**src/rtl/cal_seq_pkg.sv**
```systemverilog
package cal_seq_pkg;
  typedef enum logic [1:0] {
    JOB_WAIT = 2'd0,
    JOB_RUN  = 2'd1,
    JOB_DONE = 2'd2
  } job_st_e;
endpackage

```
**src/rtl/cal_seq_jobs.sv**
```systemverilog
module cal_seq_jobs import cal_seq_pkg::*; #(
  parameter int NUM_JOBS = 4,
  parameter int IDX_W    = 2
) (
  input  logic                     clk_i,
  input  logic                     rst_ni,
  input  logic                     clr_i,
  input  logic                     run_en_i,
  input  logic [IDX_W-1:0]         run_idx_i,
  input  logic                     done_en_i,
  input  logic [IDX_W-1:0]         done_idx_i,
  output logic [NUM_JOBS-1:0][1:0] st_o
);
  for (genvar g = 0; g < NUM_JOBS; g++) begin : g_job
    always_ff @(posedge clk_i or negedge rst_ni) begin
      if (!rst_ni)                                     st_o[g] <= JOB_WAIT;
      else if (clr_i)                                  st_o[g] <= JOB_WAIT;
      else if (run_en_i && run_idx_i == IDX_W'(g))     st_o[g] <= JOB_RUN;
      else if (done_en_i && done_idx_i == IDX_W'(g))   st_o[g] <= JOB_DONE;
    end

    // a done job only leaves done through a clear
    assert_done_hold_R6: assert property (@(posedge clk_i) disable iff (!rst_ni)
      ($past(st_o[g]) == JOB_DONE && !$past(clr_i)) |-> st_o[g] == JOB_DONE);
  end
endmodule

```
**src/rtl/cal_seq_popcnt.sv**
```systemverilog
module cal_seq_popcnt #(
  parameter int W   = 3,
  parameter int C_W = 2
) (
  input  logic [W-1:0]   vec_i,
  output logic [C_W-1:0] cnt_o
);
  always_comb begin
    cnt_o = '0;
    for (int i = 0; i < W; i++) cnt_o = cnt_o + C_W'(vec_i[i]);
  end
endmodule

```
**src/rtl/cal_seq_nf.sv**
```systemverilog
module cal_seq_nf (
  input  logic clk_i,
  input  logic rst_ni,
  input  logic tick_i,
  output logic load_o,
  output logic start_o
);
  logic tick_q;
  always_ff @(posedge clk_i or negedge rst_ni) begin
    if (!rst_ni) begin
      tick_q  <= 1'b0;
      load_o  <= 1'b0;
      start_o <= 1'b0;
    end else begin
      tick_q  <= tick_i;
      load_o  <= tick_i & ~tick_q;
      start_o <= load_o;
    end
  end

  assert_nf_order_R10: assert property (@(posedge clk_i) disable iff (!rst_ni)
    start_o |-> $past(load_o));
  assert_nf_pulse_R11: assert property (@(posedge clk_i) disable iff (!rst_ni)
    load_o |=> !load_o);
endmodule

```
**src/rtl/cal_list_seq.sv**
```systemverilog
module cal_list_seq import cal_seq_pkg::*; #(
  parameter int NUM_JOBS = 4,
  parameter int TYPE_W   = 4,
  parameter int CNT_W    = 4,
  parameter int CHAINS   = 3,
  localparam int IDX_W   = (NUM_JOBS > 1) ? $clog2(NUM_JOBS) : 1,
  localparam int CHW     = $clog2(CHAINS + 1)
) (
  input  logic                          clk_i,
  input  logic                          rst_ni,
  input  logic                          init_i,
  input  logic [IDX_W-1:0]              head_i,
  input  logic                          list_en_i,
  input  logic [TYPE_W-1:0]             chan_valid_i,
  input  logic [NUM_JOBS-1:0][TYPE_W-1:0] job_type_i,
  input  logic [NUM_JOBS-1:0][CNT_W-1:0]  job_target_i,
  input  logic [NUM_JOBS-1:0][IDX_W-1:0]  job_next_i,
  input  logic                          engine_busy_i,
  input  logic [CHAINS-1:0]             rx_mask_i,
  input  logic                          nf_tick_i,
  output logic                          start_o,
  output logic                          collect_o,
  output logic                          post_o,
  output logic [CHW-1:0]                post_chains_o,
  output logic                          nf_load_o,
  output logic                          nf_start_o,
  output logic                          done_o,
  output logic [TYPE_W-1:0]             valid_mask_o
);
  logic [NUM_JOBS-1:0][1:0] job_st;
  logic [IDX_W-1:0]  cur_idx_q, nxt_idx, run_idx;
  logic              cur_vld_q;
  logic [CNT_W-1:0]  cnt_q;
  logic [TYPE_W-1:0] valid_d, cur_type, nxt_type;
  logic [CNT_W:0]    cnt_inc, tgt_eff;
  logic [CHW-1:0]    chain_cnt;
  job_st_e           cur_st, nxt_st;
  logic do_start, do_collect, do_post, fin, skip, run_en, clr_cnt;

  cal_seq_jobs #(.NUM_JOBS(NUM_JOBS), .IDX_W(IDX_W)) u_jobs (
    .clk_i, .rst_ni, .clr_i(init_i),
    .run_en_i(run_en), .run_idx_i(run_idx),
    .done_en_i(fin | skip), .done_idx_i(cur_idx_q),
    .st_o(job_st)
  );

  cal_seq_popcnt #(.W(CHAINS), .C_W(CHW)) u_pop (.vec_i(rx_mask_i), .cnt_o(chain_cnt));

  cal_seq_nf u_nf (.clk_i, .rst_ni, .tick_i(nf_tick_i), .load_o(nf_load_o), .start_o(nf_start_o));

  assign cur_st   = job_st_e'(job_st[cur_idx_q]);
  assign cur_type = job_type_i[cur_idx_q];
  assign nxt_idx  = job_next_i[cur_idx_q];
  assign nxt_st   = job_st_e'(job_st[nxt_idx]);
  assign nxt_type = job_type_i[nxt_idx];
  assign cnt_inc  = {1'b0, cnt_q} + 1'b1;
  assign tgt_eff  = (job_target_i[cur_idx_q] == '0) ? (CNT_W+1)'(1) : {1'b0, job_target_i[cur_idx_q]};

  always_comb begin
    do_start = 1'b0; do_collect = 1'b0; do_post = 1'b0;
    fin = 1'b0; skip = 1'b0; run_en = 1'b0; clr_cnt = 1'b0;
    run_idx = cur_idx_q;
    if (cur_vld_q && !init_i) begin
      unique case (cur_st)
        JOB_RUN: if (!start_o && !engine_busy_i) begin
          do_collect = 1'b1;
          if (cnt_inc >= tgt_eff) begin
            do_post = 1'b1;
            fin     = 1'b1;
          end else begin
            do_start = 1'b1;
          end
        end
        JOB_WAIT: if ((valid_mask_o & cur_type) == '0) begin
          do_start = 1'b1; run_en = 1'b1; clr_cnt = 1'b1;
        end else begin
          skip = 1'b1;
        end
        default: ;
      endcase
    end
    valid_d = valid_mask_o | (do_post ? cur_type : '0);
    // hand-over: start the waiting successor in the same step
    if (fin && nxt_st == JOB_WAIT && (valid_d & nxt_type) == '0) begin
      do_start = 1'b1; run_en = 1'b1; clr_cnt = 1'b1; run_idx = nxt_idx;
    end
  end

  always_ff @(posedge clk_i or negedge rst_ni) begin
    if (!rst_ni) begin
      cur_idx_q <= '0; cur_vld_q <= 1'b0; cnt_q <= '0; valid_mask_o <= '0;
      start_o <= 1'b0; collect_o <= 1'b0; post_o <= 1'b0; post_chains_o <= '0;
    end else if (init_i) begin
      cur_idx_q <= head_i; cur_vld_q <= list_en_i; cnt_q <= '0; valid_mask_o <= chan_valid_i;
      start_o <= 1'b0; collect_o <= 1'b0; post_o <= 1'b0;
    end else begin
      start_o      <= do_start;
      collect_o    <= do_collect;
      post_o       <= do_post;
      valid_mask_o <= valid_d;
      if (do_post)         post_chains_o <= chain_cnt;
      if (clr_cnt)         cnt_q <= '0;
      else if (do_collect) cnt_q <= cnt_inc[CNT_W-1:0];
      if (fin || skip)     cur_idx_q <= nxt_idx;
    end
  end

  assign done_o = !cur_vld_q || cur_st == JOB_DONE;

  assert_collect_idle_R4: assert property (@(posedge clk_i) disable iff (!rst_ni)
    collect_o |-> !$past(engine_busy_i) && !$past(start_o));
  assert_post_count_R5: assert property (@(posedge clk_i) disable iff (!rst_ni)
    post_o |-> collect_o && post_chains_o == CHW'($countones($past(rx_mask_i))));
  assert_mask_sticky_R6: assert property (@(posedge clk_i) disable iff (!rst_ni)
    !$past(init_i) |-> (valid_mask_o & $past(valid_mask_o)) == $past(valid_mask_o));
  assert_no_start_idle_R9: assert property (@(posedge clk_i) disable iff (!rst_ni)
    (!cur_vld_q && !init_i) |=> !start_o);
  assert_start_pulse_R11: assert property (@(posedge clk_i) disable iff (!rst_ni)
    start_o |=> !start_o);
  assert_collect_pulse_R11: assert property (@(posedge clk_i) disable iff (!rst_ni)
    collect_o |=> !collect_o);
  assert_post_pulse_R11: assert property (@(posedge clk_i) disable iff (!rst_ni)
    post_o |=> !post_o);
endmodule

```
**config.mk**
```make
export PLATFORM = sky130hd
export DESIGN_NAME = cal_list_seq
export DESIGN_NICKNAME = d
export VERILOG_FILES = /design/src/rtl/cal_seq_pkg.sv /design/src/rtl/cal_seq_jobs.sv /design/src/rtl/cal_seq_popcnt.sv /design/src/rtl/cal_seq_nf.sv /design/src/rtl/cal_list_seq.sv
export SDC_FILE = /design/constraint.sdc
export NUM_CORES = 1
export LEC_CHECK = 0
export ABC_AREA = 0
export BUFFER_PORTS_ARGS = -buffer_cell sky130_fd_sc_hd__buf_2
export CAP_MARGIN = 20
export CELL_PAD_IN_SITES_DETAIL_PLACEMENT = 0
export CELL_PAD_IN_SITES_GLOBAL_PLACEMENT = 1
export CORE_ASPECT_RATIO = 1.4
export CORE_MARGIN = 3
export CORE_UTILIZATION = 42
export CTS_BUF_LIST = sky130_fd_sc_hd__clkbuf_4 sky130_fd_sc_hd__clkbuf_8
export CTS_CLUSTER_DIAMETER = 60
export DETAILED_ROUTE_END_ITERATION = 7
export PLACE_DENSITY_LB_ADDON = 0.08
export SYNTH_ARGS = -nofsm -noshare
export SYNTH_HDL_FRONTEND = slang
export SYNTH_SLANG_ARGS = --single-unit
```
**constraint.sdc**
```tcl
create_clock -name clk_i -period 6.1 [get_ports clk_i]
set_input_delay 0.305 -clock clk_i [delete_from_list [all_inputs] [get_ports clk_i]]
set_output_delay 0.305 -clock clk_i [all_outputs]
set_load 0.01 [all_outputs]
```
Word level (Yosys, flattened, before mapping) --
Cells that the tools add are included.
Operators by class: bitwise operators 7, reduce and logical (&&, ||, !) cells 32, muxes and demuxes 55, $add $sub $neg 3, magnitude comparators 3, eq/ne operators 8
Operators with widths (count):
- 2-to-1 mux 2 bit | 18
- 2-to-1 mux 4 bit | 9
- binary-select mux 4 bit (select 2 bit) | 3
- 2-to-1 mux 1 bit | 21
- nonzero test 3 bit | 5
- binary-select mux 2 bit (select 2 bit) | 3
- logical AND 1 bit | 12
- zero test 4 bit | 3
- equality test 2 bit, second input constant | 5
- AND 4 bit | 2
- zero test 2 bit | 4
- equality test 2 x 1 -> 1 bit, second input constant | 3
- less-than comparator 2 x 3 -> 1 bit, second input constant | 2
- adder 4 x 1 -> 5 bit, second input constant | 1
- greater-or-equal comparator 5 x 4 -> 1 bit | 1
- zero test 1 bit | 4
- OR 4 bit | 1
- adder 1 x 1 -> 2 bit | 1
- adder 2 x 1 -> 2 bit | 1
- logical OR 1 bit | 2
- inverter 1 bit | 2
- case mux 1 bit (2 select lines) | 1
- AND reduction 2 bit | 1
- nonzero test 2 bit | 1
- other kinds (2) | 2
Word-level totals: input port bits 55, word-level logic and storage cells 123, output and inout bits 12, bits in registers 27

Depth between registers and ports, before layout --
word-level depth 19, mapped depth 13, gate-level depth less buffers 11

Hierarchy --
From an unflattened synthesis, not the netlist that was laid out.
Unflattened totals: cells, all modules 159, area, all modules 1878.1 sq um
By module, submodules not included:
- cal_list_seq | sequential area each 400.4 sq um, times used 1, cells each 124, area each 1401.3 sq um
- cal_seq_jobs | sequential area each 200.2 sq um, times used 1, cells each 30, area each 367.9 sq um
- cal_seq_nf | sequential area each 75.1 sq um, times used 1, cells each 4, area each 88.8 sq um
- cal_seq_popcnt | sequential area each 0.0 sq um, times used 1, cells each 1, area each 20.0 sq um

Worst setup path after synthesis --
OpenSTA, ideal clock, no wires.
path kind reg-to-reg, from reg cur_idx_q[0], to reg u_jobs.st_o[2] (netlist name), period minus slack after synthesis 3.446 ns, stages on the path, launching flop included 12, required time 5.990 ns, path buffers 2, path slack 2.654 ns, setup time 0.110 ns, arrival 3.336 ns, path through dfrtp_1 > buf_6 > clkbuf_1 > mux4_2 > a31o_2 > ha_1 > nand2b_1 > a211oi_1 > o21ai_1 > a31o_2 > a2111o_1 > o41ai_1
Between the ends: word-level cells in the longest chain between the ends 19, elaborated cells on any way between the ends 46, those cells by class 1 x order compare; 3 x eq/ne; 28 x mux; 4 x bitwise; 10 x reduce/logical
Ends and longest elaborated chain:
- start: declaration | line cal_list_seq.sv:31 | logic [IDX_W-1:0] cur_idx_q, nxt_idx, run_idx;
- start signal: assignment | line cal_list_seq.sv:104 | if (fin || skip) cur_idx_q <= nxt_idx;
- binary-select mux 4 bit (select 2 bit) | line cal_list_seq.sv:57 | assign tgt_eff = (job_target_i[cur_idx_q] == '0) ? (CNT_W+1)'(1) : {1'b0, job_target_i[cur_idx_q]};
- 2-to-1 mux 4 bit (not written as such) | line cal_list_seq.sv:57
- zero test 4 bit | line cal_list_seq.sv:57
- 2-to-1 mux 4 bit | line cal_list_seq.sv:57
- greater-or-equal comparator 5 x 4 -> 1 bit | line cal_list_seq.sv:67 | if (cnt_inc >= tgt_eff) begin
- 2-to-1 mux 1 bit | line cal_list_seq.sv:67
- 2-to-1 mux 1 bit | line cal_list_seq.sv:65 | JOB_RUN: if (!start_o && !engine_busy_i) begin
- 2-to-1 mux 1 bit | line cal_list_seq.sv:64 | unique case (cur_st)
- [... 3 more ...]
- AND 4 bit | line cal_list_seq.sv:84 | if (fin && nxt_st == JOB_WAIT && (valid_d & nxt_type) == '0) begin
- zero test 4 bit | line cal_list_seq.sv:84
- logical AND 1 bit | line cal_list_seq.sv:84
- 2-to-1 mux 2 bit | line cal_list_seq.sv:84
- equality test 2 x 1 -> 1 bit | line cal_seq_jobs.sv:18 | else if (run_en_i && run_idx_i == IDX_W'(g)) st_o[g] <= JOB_RUN;
- logical AND 1 bit | line cal_seq_jobs.sv:18
- 2-to-1 mux 2 bit | line cal_seq_jobs.sv:18
- 2-to-1 mux 2 bit | line cal_seq_jobs.sv:17 | else if (clr_i) st_o[g] <= JOB_WAIT;
- end signal: indexed assignment | line cal_seq_jobs.sv:17
- end signal: indexed assignment | line cal_seq_jobs.sv:18
- end signal: indexed assignment | line cal_seq_jobs.sv:19 | else if (done_en_i && done_idx_i == IDX_W'(g)) st_o[g] <= JOB_DONE;
- end: declaration | line cal_seq_jobs.sv:12 | output logic [NUM_JOBS-1:0][1:0] st_o
Several ways; a longest one is shown, not always the timed one. The select of a mux whose other input is x is not followed. A chain may end at the register's enable or synchronous reset.

Worst setup path in the final report --
from reg cur_idx_q[0], to reg cnt_q[2]
Between the ends: word-level cells in the longest chain between the ends 17, elaborated cells on any way between the ends 39, those cells by class 1 x order compare; 1 x eq/ne; 26 x mux; 3 x bitwise; 8 x reduce/logical
Ends and longest elaborated chain:
- binary-select mux 4 bit (select 2 bit) | line cal_list_seq.sv:57
- 2-to-1 mux 4 bit (not written as such) | line cal_list_seq.sv:57
- zero test 4 bit | line cal_list_seq.sv:57
- 2-to-1 mux 4 bit | line cal_list_seq.sv:57
- greater-or-equal comparator 5 x 4 -> 1 bit | line cal_list_seq.sv:67
- 2-to-1 mux 1 bit | line cal_list_seq.sv:67
- 2-to-1 mux 1 bit | line cal_list_seq.sv:65
- 2-to-1 mux 1 bit | line cal_list_seq.sv:64
- 2-to-1 mux 1 bit | line cal_list_seq.sv:63 | if (cur_vld_q && !init_i) begin
- 2-to-1 mux 4 bit | line cal_list_seq.sv:82 | valid_d = valid_mask_o | (do_post ? cur_type : '0);
- OR 4 bit | line cal_list_seq.sv:82
- AND 4 bit | line cal_list_seq.sv:84
- zero test 4 bit | line cal_list_seq.sv:84
- logical AND 1 bit | line cal_list_seq.sv:84
- 2-to-1 mux 1 bit | line cal_list_seq.sv:84
- 2-to-1 mux 4 bit | line cal_list_seq.sv:102 | if (clr_cnt) cnt_q <= '0;
- 2-to-1 mux 4 bit | line cal_list_seq.sv:93 | end else if (init_i) begin
- end signal: assignment | line cal_list_seq.sv:103 | else if (do_collect) cnt_q <= cnt_inc[CNT_W-1:0];
- end: declaration | line cal_list_seq.sv:33 | logic [CNT_W-1:0] cnt_q;
Several ways; a longest one is shown, not always the timed one. The select of a mux whose other input is x is not followed.

==> out/metrics.yaml <==
run_status: "finished clean"
synth_cells: 198
dominant_combinational_cell_family_by_area_after_synthesis: "multiplexers"
syn_area_per_cell_sq_um: 10.0
detailed_place.area_sq_um: 2330
r2r_cells: 9
utilization_pct: 54.3
final_hold_violations: 0
hold_buffers: 0
yosys_register_bits: 27
switchingPower_uw: 155
worstSkewPairLatency_ns: 0.28
clock_sinks: 27
floorplan.die.height_um: 87.3
rsz0062_at_grt: "no"
worst-endpoint-required_ns: 6.24
dieArea_sq_um: 5590
buffer_ports.inserted: 66
finalCriticalPeriod_ns: 3.86
routed-via-count: 1728
drtPass1Iterations: 4
cellPowerDensity_nw_per_um2: 200
synthesis.nets: 259
drcViolationCount: 0
ys.warnings.count: 0
r2r_end: "cnt_q[2]"
post_layout_nonfiller_instances: 317
power.static_leakage_nw: 1.18
grt_start_max_net_pins: 29
layout-drive-gt1-share_pct: 33.5
tritoncts: "done"
totalNegativeSetupSlack_ns: 0
slew_violations: 0
cts.repair.resized: 0
setup_violations: 0
drt-wirelength-per-cell_um: 14.9
first_iter_violations: 70
fin_worst_skew_ns: 0.00661
cp_delay_by_family_top: "compound AO/OA/AOI/OAI gates"
worst_slew_pin_slew_ns: 0.819
final_net_count: 319
int_power_uw: 320
place.detailed.instances: 313
post_synth_and_or_nand_nor_area_fraction_pct: 13.6
share_clk_of_total_power_pct: 23.0
critical_path_peak_fanout: 18
antenna_found_initial: 0
ir_worst_vdd_uv: 92.5
initial_core_util_pct: 45.2
fp.dieW_um: 64.0
global_route_wire_length_before_repair_um: 8460
area_growth_pct: 20.1
crit_start: "cur_idx_q[0]"
worst_slack_ns: 2.24
floorplan.rows: 28
area_fraction_in_compound_gates_after_synthesis_pct: 16.6
worst_path_largest_cell_delay_ns: 0.89
postLayoutCellArea_sq_um: 2380
power.total_uw: 475
endpoint_kind_of_the_worst_setup_timing_path: "flip-flop"
clk_pin_slew_worst_paths_ns: 0.10
hold_ws_ns: 0.0284
synthesis.area_sq_um: 1980
mostFrequentLayoutCell: "buf_2"
pwr-share-seq_pct: 44.1
global_route.peak_usage_layer: "met2"
critical_path_class: "reg -> reg"
critical_path_buffer_and_inverter_count: 0
adder_cell_fraction_of_synth_area_pct: 4.17
htree_levels: 1
gp_congestion: 0.778
root_buffer: "clkbuf_8"
n_antenna_cell: 0
numCtsBuffers: 3
worst-endpoint-arrival_ns: 4.01
cap_violations: 0
crit_slowest_cell: "dfrtp_1"
sort_of_element_at_the_start_of_the_critical_path: "flip-flop"
coreArea_sq_um: 4380
ys_seq_area_share_pct: 34.1
switching_share_pct: 32.6
layout_worst_path_cycle_share_pct: 63.4
crit_path_cell_trace: "mux4_2 -> a31o_2 -> ha_1 -> nand2b_1 -> a211oi_1 -> o21ai_1 -> nand2_1 -> nor4_1 -> a21oi_1"
vias_in_the_first_global_route: 1782
cts_post_setup_buffers_inserted: 0
detail_route.vias_per_cell: 5.45
synth_xor_xnor_area_share_pct: 0.884
worstReg2RegStart: "cur_idx_q[0]"
layout_common_cells: "buf_2 (66), dfrtp_1 (27), nand2_1 (23)"
grt_usage_pct: 19.0
boundaryPins: 67
grt_overflow_total: 0
holdCritPathClass: "in -> async"
dpl_worst_slack_ns: 2.21
antenna_violating_nets_post_route: 0
max_freq_ghz: 0.259
synth_cell_types: 44
finalWirelength_um: 4720
filler_cell_count: 395
grt.met3_usage_pct: 3.23
mux_cell_area_share_after_synthesis_pct: 25.2
relSlewSlack_pct: 45.4
met1_usage_pct: 24.3
ctsLongestPathBuffers: 2
ff2ff_setup_slack_ns: 2.24
comb_power_share_pct: 32.9
place.detailed.hpwl_um: 3640
use_met2_pct: 33.2
[state kept, by name, indices dropped and copies added, names as in the netlist]
register       flops
u_jobs.st_o        8
cnt_q              4
valid_mask_o       4
cur_idx_q          2
post_chains_o      2
collect_o          1
cur_vld_q          1
post_o             1
start_o            1
u_nf.load_o        1
u_nf.start_o       1
u_nf.tick_q        1
[metal layers]
layer	up-vias	routed length, um	part of all wire, %
li1	853	-	-
met1	812	2110	45
met2	58	2270	48
met3	5	286	6.1
met4	0	54	1.1
met5	-	0	0
[cell usage after synthesis (all sizes together)]
master	instances	area [sq um]
o41ai	2	17.5
nor3b	1	7.51
nor4bb	1	10.0
inv	10	37.5
nor4	1	6.26
mux2	5	60.1
mux4	12	289
xor2	1	8.76
a21boi	1	7.51
fa	1	20.0
clkbuf	7	26.3
o22ai	2	12.5
a31oi	3	18.8
o31ai	2	15.0
xnor2	1	8.76
o21ai	13	65.1
and2	1	6.26
nor2b	3	18.8
a2bb2oi	1	8.76
and3b	1	8.76
dfrtp	27	676
or3b	1	8.76
ha	5	62.6
nand2	23	86.3
a2111o	1	11.3
nor2	17	63.8
a31o	2	17.5
or2	1	6.26
nor3	1	5.00
mux2i	15	150
nand2b	4	25.0
o21bai	5	37.5
nand3	2	10.0
a22oi	2	15.0
buf	5	43.8
a211oi	6	45.0
a21oi	10	50.1
or3	1	6.26
a21o	1	7.51
[worst max path at each step]
stage | to | slack (ns) | cells after the start
2_1_floorplan | u_jobs.st_o[2] | 2.65 | 11
3_3_place_gp | cnt_q[2] | 2.31 | 9
3_5_place_dp | cnt_q[2] | 2.21 | 9
4_1_cts | cnt_q[2] | 2.17 | 9
5_1_grt | cnt_q[2] | 1.77 | 9
6_report | cnt_q[2] | 2.24 | 9
[power by group through the flow]
| stage | clock (mW) | sequential (mW) | combinational (mW) |
|---|---|---|---|
| 4_1_cts | 0.110 | 0.210 | 0.158 |
| 3_5_place_dp | 0 | 0.213 | 0.158 |
| 5_1_grt | 0.119 | 0.212 | 0.177 |
| 3_3_place_gp | 0 | 0.213 | 0.157 |
| 2_1_floorplan | 0 | 0.202 | 0.123 |
| 6_report | 0.109 | 0.209 | 0.156 |
[final cells by class]
type | count | area [sq um] | share of cell area [%]
inverter | 10 | 37.5 | 1.58
timing repair buffer | 67 | 338 | 14.2
sequential | 27 | 676 | 28.4
clock buffer | 4 | 48.8 | 2.05
tap | 60 | 75.1 | 3.16
multi-input combinational | 149 | 1200 | 50.6
[cell families (layout without fill, tap and decap cells)]
group                      after synthesis  in the layout
and+or+nand+nor                         58             58
AOI/OAI and AO/OA                       51             51
muxes                                   32             32
DFF                                     27             27
buffers and inverters                   22             81
adders and majority gates                6              6
xor gates and xnor gates                 2              2
No activity file was read; power rests on OpenSTA's default activity.
